`src/rtl/ets_pkg.sv`:
```
package ets_pkg;
    localparam int unsigned FINE_W = 5;
    localparam int unsigned NUM_CH = 2;

    typedef enum logic [1:0] {
        ST_IDLE = 2'd0,
        ST_RUN  = 2'd1,
        ST_OUT0 = 2'd2,
        ST_OUT1 = 2'd3
    } seq_state_t;
endpackage

```
`src/rtl/ets_rep_timer.sv`:
```
module ets_rep_timer #(
    parameter int unsigned PER_W = 12
) (
    input  logic             clk,
    input  logic             rst,
    input  logic             run,
    input  logic [PER_W-1:0] period,
    input  logic [PER_W-1:0] coarse,
    output logic             stim,
    output logic             strobe,
    output logic             rep_end
);
    logic [PER_W-1:0] cnt;
    logic [PER_W-1:0] last_cnt;

    assign last_cnt = period - 1'b1;

    always_ff @(posedge clk) begin
        if (rst || !run) begin
            cnt <= '0;
        end else if (cnt == last_cnt) begin
            cnt <= '0;
        end else begin
            cnt <= cnt + 1'b1;
        end
    end

    assign stim    = run && (cnt == '0);
    assign strobe  = run && (cnt == coarse);
    assign rep_end = run && (cnt == last_cnt);

    // a repetition that ends while acquisition goes on is followed by a new stimulus
    assert_next_stim_R1: assert property (@(posedge clk) disable iff (rst)
        rep_end && run |=> stim || !run);
endmodule

```
`src/rtl/ets_accum.sv`:
```
module ets_accum #(
    parameter int unsigned SMP_W = 12,
    parameter int unsigned ACC_W = 21
) (
    input  logic                                clk,
    input  logic                                rst,
    input  logic                                clr,
    input  logic                                add,
    input  logic                                ch,
    input  logic [SMP_W-1:0]                    data,
    output logic [ets_pkg::NUM_CH-1:0][ACC_W-1:0] sums
);
    for (genvar g = 0; g < ets_pkg::NUM_CH; g++) begin : g_ch
        logic hit;
        assign hit = add && (ch == g[0]);

        always_ff @(posedge clk) begin
            if (rst || clr) begin
                sums[g] <= '0;
            end else if (hit) begin
                sums[g] <= sums[g] + ACC_W'(data);
            end
        end

        // an addition never wraps the accumulator
        assert_no_overflow_R4: assert property (@(posedge clk) disable iff (rst)
            hit && !clr |=> sums[g] >= $past(sums[g]));
    end
endmodule

```
`src/rtl/ets_sweep_ctrl.sv`:
```
module ets_sweep_ctrl
    import ets_pkg::*;
#(
    parameter int unsigned PER_W = 12,
    parameter int unsigned PTS_W = 11,
    parameter int unsigned OVS_W = 9,
    localparam int unsigned DLY_W = PER_W + FINE_W
) (
    input  logic             clk,
    input  logic             rst,
    input  logic             start,
    input  logic             cfg_wr,
    input  logic [DLY_W-1:0] cfg_start_dly,
    input  logic [PTS_W-1:0] cfg_points,
    input  logic [OVS_W-1:0] cfg_ovs,
    input  logic [PER_W-1:0] cfg_period,
    input  logic             rep_end,
    input  logic             out_ready,
    output logic             run,
    output logic             chan_sel,
    output logic             acc_clr,
    output logic [DLY_W-1:0] delay,
    output logic [PER_W-1:0] period,
    output logic             out_valid,
    output logic             out_chan,
    output logic [PTS_W-1:0] out_point,
    output logic             busy,
    output logic             done
);
    seq_state_t       state;
    logic [DLY_W-1:0] start_q;
    logic [PTS_W-1:0] points_q;
    logic [OVS_W-1:0] ovs_q;
    logic [OVS_W:0]   rep;
    logic [OVS_W:0]   rep_top;
    logic             rep_last;
    logic             point_last;

    assign rep_top    = {ovs_q, 1'b0} - 1'b1;
    assign rep_last   = (rep == rep_top);
    assign point_last = (out_point == points_q - 1'b1);

    always_ff @(posedge clk) begin
        if (rst) begin
            state     <= ST_IDLE;
            start_q   <= '0;
            points_q  <= '0;
            ovs_q     <= '0;
            period    <= '0;
            rep       <= '0;
            out_point <= '0;
            delay     <= '0;
            done      <= 1'b0;
        end else begin
            if (state == ST_IDLE && cfg_wr) begin
                start_q  <= cfg_start_dly;
                points_q <= cfg_points;
                ovs_q    <= cfg_ovs;
                period   <= cfg_period;
            end
            unique case (state)
                ST_IDLE: begin
                    if (start) begin
                        state     <= ST_RUN;
                        rep       <= '0;
                        out_point <= '0;
                        delay     <= start_q;
                        done      <= 1'b0;
                    end
                end
                ST_RUN: begin
                    if (rep_end) begin
                        if (rep_last) begin
                            state <= ST_OUT0;
                            rep   <= '0;
                        end else begin
                            rep <= rep + 1'b1;
                        end
                    end
                end
                ST_OUT0: begin
                    if (out_ready) state <= ST_OUT1;
                end
                ST_OUT1: begin
                    if (out_ready) begin
                        if (point_last) begin
                            state <= ST_IDLE;
                            done  <= 1'b1;
                        end else begin
                            state     <= ST_RUN;
                            out_point <= out_point + 1'b1;
                            delay     <= delay + 1'b1;
                        end
                    end
                end
                default: state <= ST_IDLE;
            endcase
        end
    end

    assign run       = (state == ST_RUN);
    assign chan_sel  = rep[0];
    assign busy      = (state != ST_IDLE);
    assign out_valid = (state == ST_OUT0) || (state == ST_OUT1);
    assign out_chan  = (state == ST_OUT1);
    assign acc_clr   = ((state == ST_IDLE) && start) ||
                       ((state == ST_OUT1) && out_ready && !point_last);

    // a refused record is held unchanged
    assert_stall_hold_R5: assert property (@(posedge clk) disable iff (rst)
        out_valid && !out_ready |=> out_valid && $stable(out_chan) && $stable(out_point));
    // done is only reported once the sequencer is idle
    assert_done_idle_R6: assert property (@(posedge clk) disable iff (rst)
        done |-> !busy);
    // the configuration stays frozen while a sweep runs
    assert_cfg_frozen_R7: assert property (@(posedge clk) disable iff (rst)
        busy |=> $stable(start_q) && $stable(points_q) && $stable(ovs_q) && $stable(period));
    // the delay only moves at a point boundary
    assert_delay_step_R2: assert property (@(posedge clk) disable iff (rst)
        run && $past(run) |-> $stable(delay));
endmodule

```
`src/rtl/ets_sweep_seq.sv`:
```
module ets_sweep_seq
    import ets_pkg::*;
#(
    parameter int unsigned PER_W = 12,
    parameter int unsigned PTS_W = 11,
    parameter int unsigned OVS_W = 9,
    parameter int unsigned SMP_W = 12,
    localparam int unsigned DLY_W = PER_W + FINE_W,
    localparam int unsigned ACC_W = SMP_W + OVS_W
) (
    input  logic              clk,
    input  logic              rst,
    input  logic              start,
    input  logic              cfg_wr,
    input  logic [DLY_W-1:0]  cfg_start_dly,
    input  logic [PTS_W-1:0]  cfg_points,
    input  logic [OVS_W-1:0]  cfg_ovs,
    input  logic [PER_W-1:0]  cfg_period,
    input  logic              adc_valid,
    input  logic [SMP_W-1:0]  adc_data,
    output logic              stim,
    output logic              strobe,
    output logic [FINE_W-1:0] fine_code,
    output logic              out_valid,
    input  logic              out_ready,
    output logic [PTS_W-1:0]  out_point,
    output logic              out_chan,
    output logic [ACC_W-1:0]  out_sum,
    output logic              busy,
    output logic              done
);
    logic                           run;
    logic                           chan_sel;
    logic                           acc_clr;
    logic                           rep_end;
    logic [DLY_W-1:0]               delay;
    logic [PER_W-1:0]               period;
    logic [NUM_CH-1:0][ACC_W-1:0]   sums;

    ets_sweep_ctrl #(.PER_W(PER_W), .PTS_W(PTS_W), .OVS_W(OVS_W)) u_ctrl (
        .clk(clk), .rst(rst), .start(start), .cfg_wr(cfg_wr),
        .cfg_start_dly(cfg_start_dly), .cfg_points(cfg_points),
        .cfg_ovs(cfg_ovs), .cfg_period(cfg_period),
        .rep_end(rep_end), .out_ready(out_ready),
        .run(run), .chan_sel(chan_sel), .acc_clr(acc_clr),
        .delay(delay), .period(period),
        .out_valid(out_valid), .out_chan(out_chan), .out_point(out_point),
        .busy(busy), .done(done)
    );

    ets_rep_timer #(.PER_W(PER_W)) u_timer (
        .clk(clk), .rst(rst), .run(run), .period(period),
        .coarse(delay[DLY_W-1:FINE_W]),
        .stim(stim), .strobe(strobe), .rep_end(rep_end)
    );

    ets_accum #(.SMP_W(SMP_W), .ACC_W(ACC_W)) u_accum (
        .clk(clk), .rst(rst), .clr(acc_clr),
        .add(run && adc_valid), .ch(chan_sel), .data(adc_data),
        .sums(sums)
    );

    assign fine_code = delay[FINE_W-1:0];
    assign out_sum   = sums[out_chan];

    // no stimulus while a record waits
    assert_quiet_output_R5: assert property (@(posedge clk) disable iff (rst)
        out_valid |-> !stim && !strobe);
    // the fine code holds between the stimulus and the strobe of a repetition
    assert_fine_steady_R2: assert property (@(posedge clk) disable iff (rst)
        strobe && !stim |-> $stable(fine_code));
endmodule

```
`config.mk`:
```
export PLATFORM = sky130hd
export DESIGN_NAME = ets_sweep_seq
export DESIGN_NICKNAME = d
export VERILOG_FILES = /design/src/rtl/ets_pkg.sv /design/src/rtl/ets_rep_timer.sv /design/src/rtl/ets_accum.sv /design/src/rtl/ets_sweep_ctrl.sv /design/src/rtl/ets_sweep_seq.sv
export SDC_FILE = /design/constraint.sdc
export NUM_CORES = 1
export LEC_CHECK = 0
export CAP_MARGIN = 40
export CORE_UTILIZATION = 35
export DETAILED_ROUTE_END_ITERATION = 10
export DONT_BUFFER_PORTS = 1
export GPL_ROUTABILITY_DRIVEN = 0
export PLACE_DENSITY = 0.46
export SLEW_MARGIN = 5
export SYNTH_ARGS = -nofsm -noshare
export SYNTH_HDL_FRONTEND = slang
export SYNTH_SLANG_ARGS = --single-unit
```
`constraint.sdc`:
```
create_clock -name clk -period 8.93 [get_ports clk]
set_input_delay 1.3395 -clock clk [delete_from_list [all_inputs] [get_ports clk]]
set_output_delay 1.3395 -clock clk [all_outputs]
set_load 0.01 [all_outputs]
```
After elaboration in Yosys (flattened, before gate mapping)
Cells that the tools add are included.
Operators by class
  add/sub/neg operators: 9
  eq/ne operators: 14
  bitwise operators: 1
  mux-type cells: 25
  magnitude comparators: 1
  reduce and logical (&&, ||, !) cells: 26
Operator list (count)
  two-way mux 17 bit: 3
  adder 21 x 12 -> 21 bit: 2
  two-way mux 21 bit: 2
  one-hot mux 17 bit (2 select lines): 1
  two-way mux 11 bit: 3
  two-way mux 10 bit: 3
  == test 12 bit: 2
  one-hot mux 11 bit (2 select lines): 1
  one-hot mux 10 bit (2 select lines): 1
  adder 17 x 1 -> 17 bit (second input constant): 1
  adder 12 x 1 -> 12 bit (second input constant): 1
  zero test 12 bit: 1
  subtractor 12 x 1 -> 12 bit (second input constant): 1
  adder 11 x 1 -> 11 bit (second input constant): 1
  == test 11 bit: 1
  subtractor 11 x 1 -> 11 bit (second input constant): 1
  adder 10 x 1 -> 10 bit (second input constant): 1
  == test 10 bit: 1
  logical AND 1 bit: 10
  two-way mux 2 bit: 5
  subtractor 10 x 1 -> 10 bit (second input constant): 1
  != test 2 bit (second input constant): 4
  one-hot mux 2 bit (4 select lines): 1
  AND reduction 4 bit: 2
  14 further kinds: 26
Storage, ports and cells
  flip-flop bits (word level): 144
  input port bits: 67
  logic and storage cells: 88

Longest topological paths before layout
Gate-level depths: netlist of run 1.
  depth in word-level cells: 6
  depth in mapped cells: 12

Cells and area by module
Synthesis of run 1 repeated with hierarchy kept, for this count alone.
Unflattened totals
  cells, all modules: 1103
  area total of the unflattened synthesis: 8914.8 µm²
By module, submodules not included
  ets_sweep_ctrl: area an instance 4718.3 µm², seq. area each 1801.7 µm², instances 1, cells an instance 605
  ets_accum: area an instance 2733.9 µm², seq. area each 840.8 µm², instances 1, cells an instance 331
  ets_rep_timer: area an instance 1122.3 µm², seq. area each 240.2 µm², instances 1, cells an instance 143
  ets_sweep_seq: area an instance 340.3 µm², seq. area each 0.0 µm², instances 1, cells an instance 24

Least setup slack after synthesis of run 1
OpenSTA, ideal clock, no wires.
  kind: reg2out
  start: register u_ctrl.state[1]
  end: output port out_sum[10]
  arrival: 1.947 ns
  path slack: 5.643 ns
  buffers on the path: 3
  stages on the path, launching flop included: 6
  cells stage by stage: dfxtp_1 > ha_1 > clkbuf_1 > buf_1 > clkbuf_1 > mux2_2
On the way
  word-level cells in the longest chain between the ends: 3
Ends and longest elaborated chain
  start, declared: RTL line ets_sweep_ctrl.sv:30  | seq_state_t state;
  start signal, assigned: RTL line ets_sweep_ctrl.sv:45  | state <= ST_IDLE;
  start signal, assigned: RTL line ets_sweep_ctrl.sv:64  | state <= ST_RUN;
  start signal, assigned: RTL line ets_sweep_ctrl.sv:74  | state <= ST_OUT0;
  == test 2 bit: RTL line ets_sweep_ctrl.sv:105  | assign out_chan = (state == ST_OUT1);
  via out_chan: RTL line ets_sweep_seq.sv:27  | output logic out_chan,
  two-way mux 21 bit (implied by the code) (2 in a row): RTL line ets_sweep_seq.sv:64  | assign out_sum = sums[out_chan];
  end, declared: RTL line ets_sweep_seq.sv:28  | output logic [ACC_W-1:0] out_sum,
The timed path passes the listed nets, and every way through them passes these cells. The select of a mux whose other input is x is not followed.

Worst setup path after layout of run 1
  start: register u_ctrl.state[1]
  end: output port strobe
On the way
  word-level cells in the longest chain between the ends: 2
Ends and longest elaborated chain
  == test 2 x 1 -> 1 bit: RTL line ets_sweep_ctrl.sv:101  | assign run = (state == ST_RUN);
  logical AND 1 bit: RTL line ets_rep_timer.sv:29  | assign strobe = run && (cnt == coarse);
  end, declared: RTL line ets_sweep_seq.sv:22  | output logic strobe,
No other way between the ends.

==> results of run 1 <==
==> logic make-up (layout without fill, tap and decap cells) <==
family	count (synthesis)	count (layout)
fa+ha+maj	38	38
flops	144	144
mux	21	21
xor+xnor	78	78
buf+inv	111	81
compound gates	284	284
simple gates	481	481
==> cells in the mapped netlist (9+ instances only) <==
master,n
sky130_fd_sc_hd__inv_1,39
sky130_fd_sc_hd__ha_1,36
sky130_fd_sc_hd__or3_1,11
sky130_fd_sc_hd__nand4_1,15
sky130_fd_sc_hd__o21ai_0,41
sky130_fd_sc_hd__a21oi_1,123
sky130_fd_sc_hd__nand3_1,40
sky130_fd_sc_hd__nand2_1,182
sky130_fd_sc_hd__or4_1,9
sky130_fd_sc_hd__nor2_1,91
sky130_fd_sc_hd__and3_1,20
sky130_fd_sc_hd__o211ai_1,13
sky130_fd_sc_hd__mux2_2,15
sky130_fd_sc_hd__clkbuf_1,58
sky130_fd_sc_hd__dfxtp_1,144
sky130_fd_sc_hd__nor3b_1,10
sky130_fd_sc_hd__a31oi_1,10
sky130_fd_sc_hd__xor2_1,33
sky130_fd_sc_hd__nand2b_1,10
sky130_fd_sc_hd__nor4_1,11
sky130_fd_sc_hd__a211oi_1,10
sky130_fd_sc_hd__nor3_1,31
sky130_fd_sc_hd__xnor2_1,44
sky130_fd_sc_hd__nor2b_1,14
==> worst max path at each step <==
stage | slack [ps] | start | end
6_report | 5290 | u_ctrl.state[1]$_SDFFE_PP0P_ | strobe
5_1_grt | 5130 | u_ctrl.state[1]$_SDFFE_PP0P_ | strobe
4_1_cts | 5200 | u_ctrl.state[1]$_SDFFE_PP0P_ | strobe
3_5_place_dp | 5260 | adc_data[0] | u_accum.sums[41]$_SDFFE_PP0P_
3_3_place_gp | 5260 | adc_data[0] | u_accum.sums[35]$_SDFFE_PP0P_
2_1_floorplan | 5640 | u_ctrl.state[1]$_SDFFE_PP0P_ | out_sum[10]
==> cell usage in the layout (no fill, tap or decap), drive strengths merged, types with 8 or more instances in the layout <==
| cell | n |
|---|---|
| xor2 | 33 |
| or3 | 11 |
| and3 | 20 |
| a31oi | 10 |
| nor2 | 91 |
| clkbuf | 23 |
| a21oi | 123 |
| nand4 | 15 |
| o21ai | 41 |
| xnor2 | 44 |
| nand3 | 40 |
| dfxtp | 144 |
| nand2 | 182 |
| and2 | 8 |
| nor2b | 14 |
| or4 | 10 |
| nor4 | 12 |
| ha | 36 |
| nand2b | 10 |
| o211ai | 13 |
| nor3 | 31 |
| nor3b | 10 |
| a211oi | 10 |
| inv | 40 |
| buf | 8 |
| mux2 | 15 |
| a221oi | 9 |
==> worst reg2reg max path: cells and delay by family (launching register included) <==
family	cells	cell delay [ps]
buffers and inverters	1	70
AND/OR/NAND/NOR	6	2390
adder cells (fa/ha/maj)	1	220
AO/OA/AOI/OAI	1	350
flip-flops	1	360
==> where the power goes <==
part	leakage [uW]	total (uW)	internal, uW	switching [uW]
sequential	0.00117	809	715	93.9
clock	0.000322	806	519	287
combinational	0.00206	806	302	504
==> sequential cells by signal (all words and copies together) (netlist names) <==
register	flops
u_ctrl.rep	10
u_ctrl.period	12
u_accum.sums	42
u_timer.cnt	12
u_ctrl.state	2
u_ctrl.start_q	17
u_ctrl.done	1
u_ctrl.out_point	11
u_ctrl.points_q	11
u_ctrl.ovs_q	9
u_ctrl.delay	17
==> final cells by class <==
cell class,count,area (um2),area share
multi-input combinational,902,5564,0.5693
timing repair buffer,8,112.6,0.01152
tap,324,405.4,0.04147
sequential,144,2883,0.2949
inverter,41,153.9,0.01575
clock buffer,23,478.0,0.04890
clock inverter,9,177.7,0.01818
==> layer usage <==
layer	share of wire	routed length, um	up-vias	global-route usage
li1	-	-	4033	-
met1	0.48	11570	3636	0.2452
met2	0.46	11200	115	0.3131
met3	0.050	1214	18	0.05085
met4	0.0091	221	0	0.04331
met5	0	0	-	0
==> stage by stage <==
step | worst slack, ps | instances | cell area [um2] | total power [uW] | hold WS, ps
floorplan | 5643 | 1157 | 8877 | 1425 | 432.8
global placement | 5256 | 1413 | 9021 | 1607 | 437.5
detailed placement | 5259 | 1419 | 9119 | 1641 | 443.7
CTS | 5197 | 1451 | 9774 | 2458 | 451.7
global route | 5129 | 1451 | 9774 | 2587 | 471.3
finish | 5293 | 1451 | 9774 | 2421 | 449.8
==> metrics.md, run 1 <==
| Metric | Value |
|---|---|
| Worst vdd rail ir drop | `~160 uV` |
| Chip width | `161.3 um` |
| EDFF count, synth | `0` |
| Dominant synthesized flop cell | `sky130_fd_sc_hd__dfxtp_1` |
| Post-synth top area share | `0.3247` |
| Highest cell delay on the worst timing path | `between 600 and 700 ps` |
| Synthesized-area fraction occupied by xor and xnor cells | `0.07851` |
| Run status | `finished clean` |
| Clock sinks | `144` |
| Global-route usage over all layers | `0.1895` |
| Cell-by-cell listing of the critical path | `inv_1 -> ha_1 -> inv_1 -> nor4_1` |
| Post-synth net total | `about 1300` |
| Sequential element share of the synthesized area | `0.3247` |
| Area added between synthesis and finish | `10.11%` |
| Number of warnings issued by yosys | `0` |
| Number of top-level design ports | `110` |
| Slew at the pin closest to its max-slew limit | `around 850 ps` |
| Via count normalized by instance count | `5.377` |
| Distinct cell type count of the synthesized netlist | `76` |
| Worst hold endpoint | `u_ctrl.start_q[15]$_SDFFE_PP0P_` |
| Maximum fanout count along the critical path | `13` |
| Die area | `0.02600 mm2` |
| CP bufs+invs | `2` |
| HP Class | `flip-flop to flip-flop` |
| Vias in the first global route | `7520` |
| Total negative slack | `0 ps` |
| Largest family of logic cells by synthesized area | `simple AND/OR/NAND/NOR gates` |
| Length of the first detailed-routing pass in iterations | `7` |
| Number of buffers created by CTS | `17` |
| Area share of fa/ha/maj cells after synthesis | `0.05525` |
| Initial antenna violation count | `0` |
| Global-route wire length before repair | `39400 um` |
| Final worst clock skew | `9.119 ps` |
| Final hold violation count | `0` |
| Post-DR wirelength/cell | `16.68 um` |
| Maximum number of pins on one net before global-route repair | `slightly above 80` |
| CP arrival | `roughly 2300 ps` |
| Number of setup violations in the final report | `0` |
| Postcts setup bufs | `0` |
| Highest clock rate | `274.9 MHz` |
| PD cells | `247.7 mW/mm2` |
| Avg Cell Area, Syn | `7.673 um2` |
| Latest clock arrival within the worst-skew pair | `430 ps` |
| Count of inserted antenna diode cells | `0` |
| Starting utilization of the core area | `0.3608` |
| FF-to-FF Start | `u_ctrl.period[0]$_SDFFE_PP0P_` |
| CTS Buffer Depth | `2` |
| Number of max-slew violations in the final report | `0` |
| Share of synthesized cell area in and, or, nand and nor gates | `0.2620` |
| Final #Nets | `1219` |
| Crit end category | `output pin` |
| R2R Path End | `u_ctrl.rep[2]$_SDFFE_PP0P_` |
| Fraction of synthesis flops using an asynchronous set or reset pin | `0` |
| # hold bufs at CTS | `0` |
| Type of the worst setup path | `flip-flop to output pin` |
| Period Utilization, post-route | `0.4073` |
| Setup slack of the most critical reg-to-reg path | `approximately 5500 ps` |
| Post-DP HPWL | `17170 um` |
| Cell area after synthesis | `approximately 0.0089 mm2` |
| Number of gates resized after cts | `0` |
| Largest area contributor in the synthesized netlist | `sky130_fd_sc_hd__dfxtp_1` |
| Cell count of the worst hold path | `2` |
| Instance count of the mapped netlist | `1157` |
| Logic depth of the worst path, buffers included | `4` |
| Detailed router's first-iteration violation count | `between 300 and 400` |
| Chip height | `161.3 um` |
| Cell with the largest stage delay on the worst path | `sky130_fd_sc_hd__nor4_1` |
| TritonCTS clock tree | `built` |
| Count of antenna-violating nets left after detailed routing | `0` |
| RSZ-0062 raised after global routing | `false` |
| Utilization after layout | `0.3973` |
| Gate family responsible for the most delay along the worst path | `simple AND/OR/NAND/NOR gates` |
| Sort of element at the start of the critical path | `flip-flop` |
| Filler cells | `between 2000 and 3000` |
| Worst Hold Launch | `u_ctrl.start_q[15]$_SDFFE_PP0P_` |
| Relative slew slack | `0.4354` |
| Worst Path Required | `between 7000 and 8000 ps` |
| Cell repeated most along the worst path | `sky130_fd_sc_hd__inv_1` |
| Share of post-route cells with drive strength above 1 | `0.06389` |
| H-Tree Level Count | `4` |
| Number of flip-flops and latches in the synthesized netlist | `144` |
| Maximum capacitance violations | `0` |
| Number of cells on the worst reg-to-reg path | `9` |
| Synthesized-area fraction occupied by ao, oa, aoi and oai cells | `0.2044` |
| Multiplexer fraction of the synthesized cell area | `0.02579` |
| Remaining routing DRC violations | `0` |
| Static leakage | `0.003550 uW` |
| Clock slew at reported path FFs | `60 ps` |
| Core Region | `roughly 0.025 mm2` |
| Standard-cell rows | `57` |
| Total Wirelength | `approximately 24000 um` |
| Master cell of the clock root buffer | `sky130_fd_sc_hd__clkbuf_16` |
| Count of buffers from port buffering | `0` |
| Main area contributors after synthesis | `sky130_fd_sc_hd__dfxtp_1 (32%), sky130_fd_sc_hd__nand2_1 (7.7%), sky130_fd_sc_hd__a21oi_1 (6.9%)` |
| Minimum clock period | `3637 ps` |
| Detailed-route via count | `7802` |
| Remaining Overflow, GRT | `0` |
Power figures use the tool's default switching activity.
==> run 2: changes to the inputs <==
ABC_AREA = 1   (was not set)
PLACE_DENSITY = 0.48   (was 0.46)
clock period = 3.1 ns   (was 8.93 ns; I/O delays follow)
==> run 2 against run 1 <==
Via count grew 11%. Setup slack lost 5000 ps. Routed wire length grew 6.1%. Clock skew grew 6.9 ps. Sequential share of layout area shrank 0.90 points. Core utilization shrank 0.14 points. Flip-flop and latch count is the same. Critical path type unchanged. Largest power group is now combinational cells. Highest routed layer unchanged.
==> metrics.md, run 2 <==
| Metric | Value |
|---|---|
| Core Region | `0.02547 mm2 (was 0.02460 mm2)` |
| Most flops, register | `u_accum.sums (unchanged)` |
| Most frequent cells in the layout | `sky130_fd_sc_hd__nand2_1 (344), sky130_fd_sc_hd__nor2_1 (199), sky130_fd_sc_hd__inv_1 (145) (was sky130_fd_sc_hd__nand2_1 (181), sky130_fd_sc_hd__dfxtp_1 (144), sky130_fd_sc_hd__a21oi_1 (123))` |
| Number of setup violations in the final report | `0 (unchanged)` |
| PD cells | `715.6 mW/mm2 (was 247.7 mW/mm2)` |
| Post-synth top area share | `0.3135 (was 0.3247)` |
| Period Utilization, post-route | `0.9127` |
| Share of post-route cells with drive strength above 1 | `0.07173 (was 0.06389)` |
| Final instance area | `0.01008 mm2 (was 0.009774 mm2)` |
| Length of the first detailed-routing pass in iterations | `7 (unchanged)` |
| Cell-by-cell listing of the critical path | `ha_1 -> inv_2 -> a211oi_1 -> nand3_1 -> a2111oi_2 -> buf_4 -> buf_4 (was inv_1 -> ha_1 -> inv_1 -> nor4_1)` |
| Global-route usage over all layers | `0.1973 (was 0.1895)` |
| EDFF count, synth | `0 (unchanged)` |
| Total negative slack | `0 ps (unchanged)` |
| Main area contributors after synthesis | `sky130_fd_sc_hd__dfxtp_1 (31%), sky130_fd_sc_hd__nand2_1 (14%), sky130_fd_sc_hd__nor2_1 (8.1%) (was sky130_fd_sc_hd__dfxtp_1 (32%), sky130_fd_sc_hd__nand2_1 (7.7%), sky130_fd_sc_hd__a21oi_1 (6.9%))` |
| Total Wirelength | `25680 um (was 24210 um)` |
| Vias in the first global route | `8179 (was 7520)` |
| Most common cell after layout, fill and taps aside | `sky130_fd_sc_hd__nand2_1 (unchanged)` |
| Filler cells | `2792 (was 2569)` |
| Minimum clock period | `2829 ps` |
| Detailed-route via count | `8667 (was 7802)` |
| Run status | `finished clean (unchanged)` |
| Chip height | `164.1 um (was 161.3 um)` |
| Worst Path Required | `2630 ps (was 7590 ps)` |
| Maximum capacitance violations | `0 (unchanged)` |
| Maximum fanout count along the critical path | `10 (was 13)` |
| Die area | `0.02692 mm2 (was 0.02600 mm2)` |
| Area post-placement | `0.009495 mm2 (was 0.009119 mm2)` |
| Highest clock rate | `353.5 MHz` |
| Leading registers by flop count | `u_accum.sums (42), u_ctrl.delay (17), u_ctrl.start_q (17) (unchanged)` |
| Number of top-level design ports | `110 (unchanged)` |
| Number of flip-flops and latches in the synthesized netlist | `144 (unchanged)` |
| Highest cell delay on the worst timing path | `410 ps (was 660 ps)` |
| Standard-cell rows | `58 (was 57)` |
| HP Class | `input pin to flip-flop (was flip-flop to flip-flop)` |
| Master cell of the clock root buffer | `sky130_fd_sc_hd__clkbuf_16 (unchanged)` |
| Cell with the largest stage delay on the worst path | `sky130_fd_sc_hd__dfxtp_1 (was sky130_fd_sc_hd__nor4_1)` |
| Post-DP HPWL | `19490 um (was 17170 um)` |
| Fraction of synthesis flops using an asynchronous set or reset pin | `0 (unchanged)` |
| Latest clock arrival within the worst-skew pair | `430 ps (about the same)` |
| CP arrival | `2360 ps (was 2300 ps)` |
| Final #Nets | `1514 (was 1219)` |
| Post-DR wirelength/cell | `14.66 um (was 16.68 um)` |
| Relative slew slack | `0.4781 (was 0.4354)` |
| RSZ-0062 raised after global routing | `false (unchanged)` |
| Slew at the pin closest to its max-slew limit | `775.6 ps (was 846.9 ps)` |
| Post-synth net total | `1529 (was 1262)` |
| Detailed router's first-iteration violation count | `513 (was 383)` |
| Global-route wire length before repair | `42120 um (was 39400 um)` |
| Instance count of the mapped netlist | `1424 (was 1157)` |
| Number of buffers created by CTS | `17 (unchanged)` |
| Type of the worst setup path | `flip-flop to output pin (unchanged)` |
| Sort of element at the start of the critical path | `flip-flop (unchanged)` |
| Postcts setup bufs | `0 (unchanged)` |
| Sequential element share of the synthesized area | `0.3135 (was 0.3247)` |
| Distinct cell type count of the synthesized netlist | `51 (was 76)` |
| Clock sinks | `144 (unchanged)` |
| CTS Buffer Depth | `2 (unchanged)` |
| Final worst clock skew | `16.00 ps (was 9.119 ps)` |
| Maximum number of pins on one net before global-route repair | `59 (was 83)` |
| TritonCTS clock tree | `built (unchanged)` |
| Static leakage | `0.004247 uW (was 0.003550 uW)` |
| Remaining Overflow, GRT | `0 (unchanged)` |
| Gate family responsible for the most delay along the worst path | `compound AO/OA/AOI/OAI gates (was simple AND/OR/NAND/NOR gates)` |
| Number of warnings issued by yosys | `0 (unchanged)` |
| Remaining routing DRC violations | `0 (unchanged)` |
| Final hold violation count | `0 (unchanged)` |
| Flip-flop count of the largest register after layout | `42 (unchanged)` |
| Dominant synthesized flop cell | `sky130_fd_sc_hd__dfxtp_1 (unchanged)` |
| Most used standard cell by instance count after synthesis | `sky130_fd_sc_hd__nand2_1 (unchanged)` |
| Worst vdd rail ir drop | `361.9 uV (was 162.6 uV)` |
| Avg Cell Area, Syn | `6.457 um2 (was 7.673 um2)` |
| Cell area after synthesis | `0.009195 mm2 (was 0.008877 mm2)` |
| Area added between synthesis and finish | `9.648% (was 10.11%)` |
| Crit end category | `output pin (unchanged)` |
| Count of buffers from port buffering | `0 (unchanged)` |
| Cell repeated most along the worst path | `sky130_fd_sc_hd__buf_4 (was sky130_fd_sc_hd__inv_1)` |
| Initial antenna violation count | `0 (unchanged)` |
| H-Tree Level Count | `4 (unchanged)` |
| Starting utilization of the core area | `0.3610 (was 0.3608)` |
| Largest area contributor in the synthesized netlist | `sky130_fd_sc_hd__dfxtp_1 (unchanged)` |
| CP bufs+invs | `3 (was 2)` |
| Clock slew at reported path FFs | `60 ps (about the same)` |
| Post-synth top cells | `sky130_fd_sc_hd__nand2_1 (345), sky130_fd_sc_hd__nor2_1 (199), sky130_fd_sc_hd__inv_1 (146), sky130_fd_sc_hd__dfxtp_1 (144), sky130_fd_sc_hd__a21oi_1 (113) (was sky130_fd_sc_hd__nand2_1 (182), sky130_fd_sc_hd__dfxtp_1 (144), sky130_fd_sc_hd__a21oi_1 (123), sky130_fd_sc_hd__nor2_1 (91), sky130_fd_sc_hd__clkbuf_1 (58))` |
| Number of max-slew violations in the final report | `0 (unchanged)` |
| Count of antenna-violating nets left after detailed routing | `0 (unchanged)` |
| Via count normalized by instance count | `4.947 (was 5.377)` |
| Count of inserted antenna diode cells | `0 (unchanged)` |
| Chip width | `164.1 um (was 161.3 um)` |
-- run 2: changes by cell type after synthesis, sizes merged, moves of 14 or more --
cell    before  now
and3        20    1
clkbuf      59   30
inv         39  150
mux2        15    0
nand2      182  353
nand3       40   88
nor2        91  207
nor2b       14    0
o21ai       41  119
xnor2       44   16
-- run 2: per-stage QoR --
stage,power (uW),util,hold WS [ps],worst slack [ps],std cells
after floorplan,4630,-,423.6,873.1,1424
after global placement,5181,0.3728,435.9,303.7,1720
after detailed placement,5196,0.3728,439.8,326.7,1720
after CTS,7293,0.3956,87.75,2.491,1752
after global routing,7821,0.3958,87.58,96.18,1752
final,7215,0.3958,106.5,270.8,1752
-- run 2: power breakdown --
group / switching [uW] / internal [uW]
clock network: 854 / 1210
registers: 371 / 2180
logic: 1720 / 878
-- run 2: per-layer routing --
metal,wire [um],track usage,up-vias
met5,0,0,-
met4,216,0.03998,0
met3,1062,0.03864,15
met2,11610,0.3239,163
met1,12790,0.2664,3903
li1,-,-,4586
-- run 2: final cells by class --
| class | instances | area [um2] | area share |
|---|---|---|---|
| clock inverters | 12 | 133.9 | 0.01328 |
| multi-input cells | 1075 | 5492 | 0.5447 |
| well taps | 330 | 412.9 | 0.04095 |
| flip-flops and latches | 144 | 2883 | 0.2859 |
| clock buffers | 20 | 446.7 | 0.04430 |
| inverters | 152 | 571.8 | 0.05671 |
| repair buffers | 19 | 142.6 | 0.01415 |
-- run 2: final timing paths --
check / slack [ps] / end / startpoint / cells after the start
worst min register to register: 450 / u_ctrl.start_q[3]$_SDFFE_PP0P_ / u_ctrl.start_q[3]$_SDFFE_PP0P_ / 2
worst max-delay path: 270 / strobe / u_ctrl.state[0]$_SDFFE_PP0P_ / 7
worst max register to register: 680 / u_ctrl.out_point[7]$_SDFFE_PP0P_ / u_ctrl.points_q[0]$_SDFFE_PP0P_ / 17
worst min-delay path: 110 / u_ctrl.out_point[1]$_SDFFE_PP0P_ / rst / 1
-- run 2: repair_timing --
item | in CTS | in global routing
gates resized for setup | 1 | 1
setup endpoints to repair | 1 | 1
hold buffers | 0 | 0
-- run 2: cell families after synthesis --
logic type,share of synthesized area
AO/OA/AOI/OAI,0.1581
XOR/XNOR,0.04953
adder cells (fa/ha/maj),0.05334
buffers and inverters,0.09103
flip-flops,0.3135
multiplexers,0.001089
AND/OR/NAND/NOR,0.3334
-- run 2: worst register-to-register path: stages (launching register included) --
cell and delay, ps:
sky130_fd_sc_hd__dfxtp_1 310, sky130_fd_sc_hd__inv_1 140, sky130_fd_sc_hd__ha_1 210, sky130_fd_sc_hd__nand2_2 120
sky130_fd_sc_hd__nor2_1 180, sky130_fd_sc_hd__nand3_1 120, sky130_fd_sc_hd__nand2_1 80, sky130_fd_sc_hd__nand2_1 40
sky130_fd_sc_hd__nand2_1 70, sky130_fd_sc_hd__nor2_1 50, sky130_fd_sc_hd__nand3_2 110, sky130_fd_sc_hd__nand2_2 100
sky130_fd_sc_hd__nand2_2 80, sky130_fd_sc_hd__buf_4 330, sky130_fd_sc_hd__nand2_1 180, sky130_fd_sc_hd__nand2_1 90
sky130_fd_sc_hd__nand2_1 50, sky130_fd_sc_hd__nor2_1 90
